[src/rtl/ssc_pkg.sv]
package ssc_pkg;

    typedef enum logic [1:0] {
        JK_KEEP   = 2'b00,
        JK_CLEAR  = 2'b01,
        JK_SET    = 2'b10,
        JK_FLIP   = 2'b11
    } jk_op_e;

    function automatic logic jk_apply(input jk_op_e op, input logic q);
        logic r;
        case (op)
            JK_KEEP:  r = q;
            JK_CLEAR: r = 1'b0;
            JK_SET:   r = 1'b1;
            default:  r = ~q;
        endcase
        return r;
    endfunction

endpackage

[src/rtl/ssc_succ.sv]
// Successor logic: low two bits count 0..2, the upper field carries and wraps.
module ssc_succ #(
    parameter int WIDTH = 3
) (
    input  logic [WIDTH-1:0] cur,
    input  logic             adv,
    output logic [WIDTH-1:0] tgt
);
    localparam int LOW_W = 2;
    localparam int HI_W  = WIDTH - LOW_W;
    localparam logic [LOW_W-1:0] LOW_TOP  = 2'd2;
    localparam logic [LOW_W-1:0] LOW_SKIP = 2'd3;

    logic [LOW_W-1:0] low_cur;
    logic [HI_W-1:0]  hi_cur;

    always_comb begin
        low_cur = cur[LOW_W-1:0];
        hi_cur  = cur[WIDTH-1:LOW_W];
        tgt     = cur;
        if (adv) begin
            if (low_cur == LOW_SKIP) begin
                tgt = '0;
            end else if (low_cur == LOW_TOP) begin
                tgt = {hi_cur + HI_W'(1), {LOW_W{1'b0}}};
            end else begin
                tgt = {hi_cur, low_cur + LOW_W'(1)};
            end
        end
    end
endmodule

[src/rtl/ssc_jk_excite.sv]
// Per-bit J/K from present and target bits, using the excitation rules.
module ssc_jk_excite #(
    parameter int WIDTH = 3
) (
    input  logic [WIDTH-1:0] q,
    input  logic [WIDTH-1:0] tgt,
    output logic [WIDTH-1:0] j,
    output logic [WIDTH-1:0] k
);
    for (genvar b = 0; b < WIDTH; b++) begin : g_bit
        // present 0: J carries the target, K unused
        // present 1: K carries the inverted target, J unused
        assign j[b] = ~q[b] & tgt[b];
        assign k[b] =  q[b] & ~tgt[b];
    end
endmodule

[src/rtl/ssc_jk_cell.sv]
module ssc_jk_cell (
    input  logic j,
    input  logic k,
    input  logic q,
    output logic q_nxt
);
    import ssc_pkg::*;

    jk_op_e op;

    always_comb begin
        op    = jk_op_e'({j, k});
        q_nxt = jk_apply(op, q);
    end
endmodule

[src/rtl/skip_seq_counter.sv]
module skip_seq_counter #(
    parameter int WIDTH = 3
) (
    input  logic             clk,
    input  logic             rst,
    input  logic             cnt_en,
    output logic [WIDTH-1:0] count,
    output logic             last_step
);
    localparam int LOW_W = 2;
    localparam logic [WIDTH-1:0] LAST_CODE = {{(WIDTH-LOW_W){1'b1}}, 2'b10};

    typedef struct packed {
        logic [WIDTH-1:0] cnt;
        logic [WIDTH-1:0] jv;
        logic [WIDTH-1:0] kv;
    } nxt_t;

    logic [WIDTH-1:0] cnt_q;
    logic [WIDTH-1:0] tgt_w;
    logic [WIDTH-1:0] j_w;
    logic [WIDTH-1:0] k_w;
    logic [WIDTH-1:0] bit_nxt_w;
    nxt_t             nxt_d;

    ssc_succ #(.WIDTH(WIDTH)) succ_i (
        .cur (cnt_q),
        .adv (cnt_en),
        .tgt (tgt_w)
    );

    ssc_jk_excite #(.WIDTH(WIDTH)) excite_i (
        .q   (cnt_q),
        .tgt (tgt_w),
        .j   (j_w),
        .k   (k_w)
    );

    for (genvar b = 0; b < WIDTH; b++) begin : g_cell
        ssc_jk_cell cell_i (
            .j     (j_w[b]),
            .k     (k_w[b]),
            .q     (cnt_q[b]),
            .q_nxt (bit_nxt_w[b])
        );
    end

    always_comb begin
        nxt_d.jv  = j_w;
        nxt_d.kv  = k_w;
        nxt_d.cnt = bit_nxt_w;
        if (rst) begin
            nxt_d.cnt = '0;
        end
    end

    always_ff @(posedge clk) begin
        cnt_q <= nxt_d.cnt;
    end

    assign count     = cnt_q;
    assign last_step = cnt_en & (cnt_q == LAST_CODE);
endmodule

[config.mk]
export PLATFORM = sky130hd
export DESIGN_NAME = skip_seq_counter
export DESIGN_NICKNAME = d
export VERILOG_FILES = /design/src/rtl/ssc_pkg.sv /design/src/rtl/ssc_succ.sv /design/src/rtl/ssc_jk_excite.sv /design/src/rtl/ssc_jk_cell.sv /design/src/rtl/skip_seq_counter.sv
export SDC_FILE = /design/constraint.sdc
export NUM_CORES = 1
export LEC_CHECK = 0
export BUFFER_PORTS_ARGS = -buffer_cell sky130_fd_sc_hd__buf_2
export CELL_PAD_IN_SITES_DETAIL_PLACEMENT = 1
export CELL_PAD_IN_SITES_GLOBAL_PLACEMENT = 1
export CORE_AREA = 2 2 39 41
export DETAILED_ROUTE_END_ITERATION = 10
export DIE_AREA = 0 0 41 43
export PLACE_DENSITY_LB_ADDON = 0.1
export SLEW_MARGIN = 0
export SYNTH_ARGS = -nofsm -noshare
export SYNTH_HDL_FRONTEND = slang
export SYNTH_SLANG_ARGS = --single-unit
export TNS_END_PERCENT = 50
[constraint.sdc]
create_clock -name clk -period 2.3 [get_ports clk]
set_input_delay 0.345 -clock clk [delete_from_list [all_inputs] [get_ports clk]]
set_output_delay 0.345 -clock clk [all_outputs]
set_load 0.01 [all_outputs]
==> reports/metrics.yaml <==
power.density_nw_per_um2: 1200
drive_gt1_frac: 0.293
globalplace.congestion: 0.640
cp-start-kind: "register"
synth_compound_area_frac: 0.119
final_cell_mix: "7 x ha_1, 6 x buf_2"
critPathLaunch: "count[1]$_SDFFE_PP0P_"
tritoncts: "built"
die_w_um: 41
grt_pass1_wl_um: 931
min-delay-start: "rst"
hold_ws_ns: 0.327
cts-htree-levels: 1
final_common_cell: "ha_1"
synthAdderAreaFrac: 0.278
root_buffer: "clkbuf_4"
numCtsBuffers: 3
clock_skew_ns: 0.00209
worst_slew_pin_slew_ns: 0.256
fmax_mhz: 561
status: "complete, no violations"
drt_iter0_markers: 2
io_buffers: 6
routed_wl_um: 589
cts_resized: 0
viasPerCell: 4.33
remaining_drc_errors: 0
ir_drop_mv: 0.335
pre_cts_ws_ns: 0.506
clockBufferDepth: 2
ys_types: 15
max_slew_margin: 0.829
grt_pass1_vias: 220
netlist_instances: 35
arrival_ns: 1.90
leakage_nw: 0.177
syn_to_final_growth_pct: 14.7
synth_top_family_by_area: "adder cells"
synth_nets: 45
wire_per_inst_um: 10.3
ys_seq_area_frac: 0.190
clk_pin_slew_ns: 0.04
synthMuxAreaShare: 0.147
antennaDiodeCount: 0
clk_latency_ns: 0.23
num_rows: 14
grt_util_all_layers: 0.0843
ioPinCount: 7
power.total_w: 0.000433
postRouteAntennaNets: 0
r2r_start: "count[1]$_SDFFE_PP0P_"
ys_ff_latch: 3
core_um2: 1380
worst_ep_required_time_ns: 2.41
max-cap-violations: 0
overflow: 0
nNetsFinal: 52
crit_type: "register to register"
worst_slack_ns: 0.518
die_area_um2: 1760
largest_reg_flops: 3
mappedNetlistArea_um2: 315
cts_setup_buffers: 0
firstDrtPassIters: 2
finalCriticalPeriod_ns: 1.78
grt_start_max_net_pins: 10
period_share: 0.775
crit_fanout: 6
yosysWarnings: 0
via_count: 247
die_height_um: 43
cts_sinks: 3
rsz0062_at_grt: "no"
hpwl_um: 462
start_util: 0.228
hold_path.class: "input pin to register"
synth_area_per_cell_um2: 9.01
hold_buffers: 0
final_util: 0.261
drv_slew: 0
yosys.area_share.simple: 0.135
finalHoldViolCount: 0
cp-end-kind: "register"
final.setup.tns_ns: 0
antenna_found_initial: 0
setup_violations: 0
synthXorXnorAreaFrac: 0
-- cells by family after synthesis --
| kind of cell | after synthesis |
|---|---|
| compound gates | 5 |
| fa+ha+maj | 7 |
| buf+inv | 7 |
| flops | 3 |
| mux | 4 |
| simple gates | 9 |
-- worst max-delay path: stages (launching register included) --
cell and delay, ns:
dfxtp_1 0.37, inv_1 0.15, nor2_1 0.13, ha_1 0.24, a31o_2 0.24, ha_1 0.28
nor3_1 0.19, a211oi_1 0.06
-- metrics by stage --
stage	instances	area [um^2]
after global routing	57	362
after floorplan	35	315
final	57	362
after global placement	53	335
after CTS	57	362
after detailed placement	53	335
-- final cells by class --
cell class                 instances  area (um^2)
clock buffer                       4         26.3
fill                             167         1020
inverter                           3         11.3
multi-input combinational         25          214
sequential                         3         60.1
tap                               16         20.0
timing repair buffer               6         30.0
-- worst paths after layout --
| path | end | slack [ns] | depth (start not counted) |
|---|---|---|---|
| setup / recovery | count[2]$_SDFFE_PP0P_ | 0.52 | 7 |
| hold reg to reg | count[2]$_SDFFE_PP0P_ | 0.55 | 2 |
| setup reg to reg | count[2]$_SDFFE_PP0P_ | 0.52 | 7 |
| hold / removal | count[2]$_SDFFE_PP0P_ | 0.33 | 2 |
-- routing by layer --
| metal | up-vias | GRT usage | wire length [um] |
|---|---|---|---|
| met5 | - | 0 | 0 |
| met4 | 0 | 0.0200 | 0 |
| met3 | 0 | 0.0785 | 33 |
| met2 | 6 | 0.100 | 236 |
| met1 | 111 | 0.109 | 319 |
| li1 | 130 | - | - |
-- report_power, final --
group | total [W] | internal, W | switching (W) | leakage (nW)
logic | 0.000240 | 0.000117 | 0.000122 | 0.137
clock network | 0.0000932 | 0.0000651 | 0.0000281 | 0.0150
registers | 0.000100 | 0.0000733 | 0.0000269 | 0.0249
-- cell usage after synthesis (all sizes together) --
cell / count / area share
and2: 1 / 0.020
nor2b: 1 / 0.020
a211oi: 3 / 0.071
nand2: 2 / 0.024
nor3: 3 / 0.048
buf: 4 / 0.095
inv: 3 / 0.036
dfxtp: 3 / 0.19
mux2: 2 / 0.083
a31o: 1 / 0.028
a31oi: 1 / 0.020
mux2i: 2 / 0.063
nor2: 2 / 0.024
ha: 7 / 0.28
(Power assumes the default switching activity.)
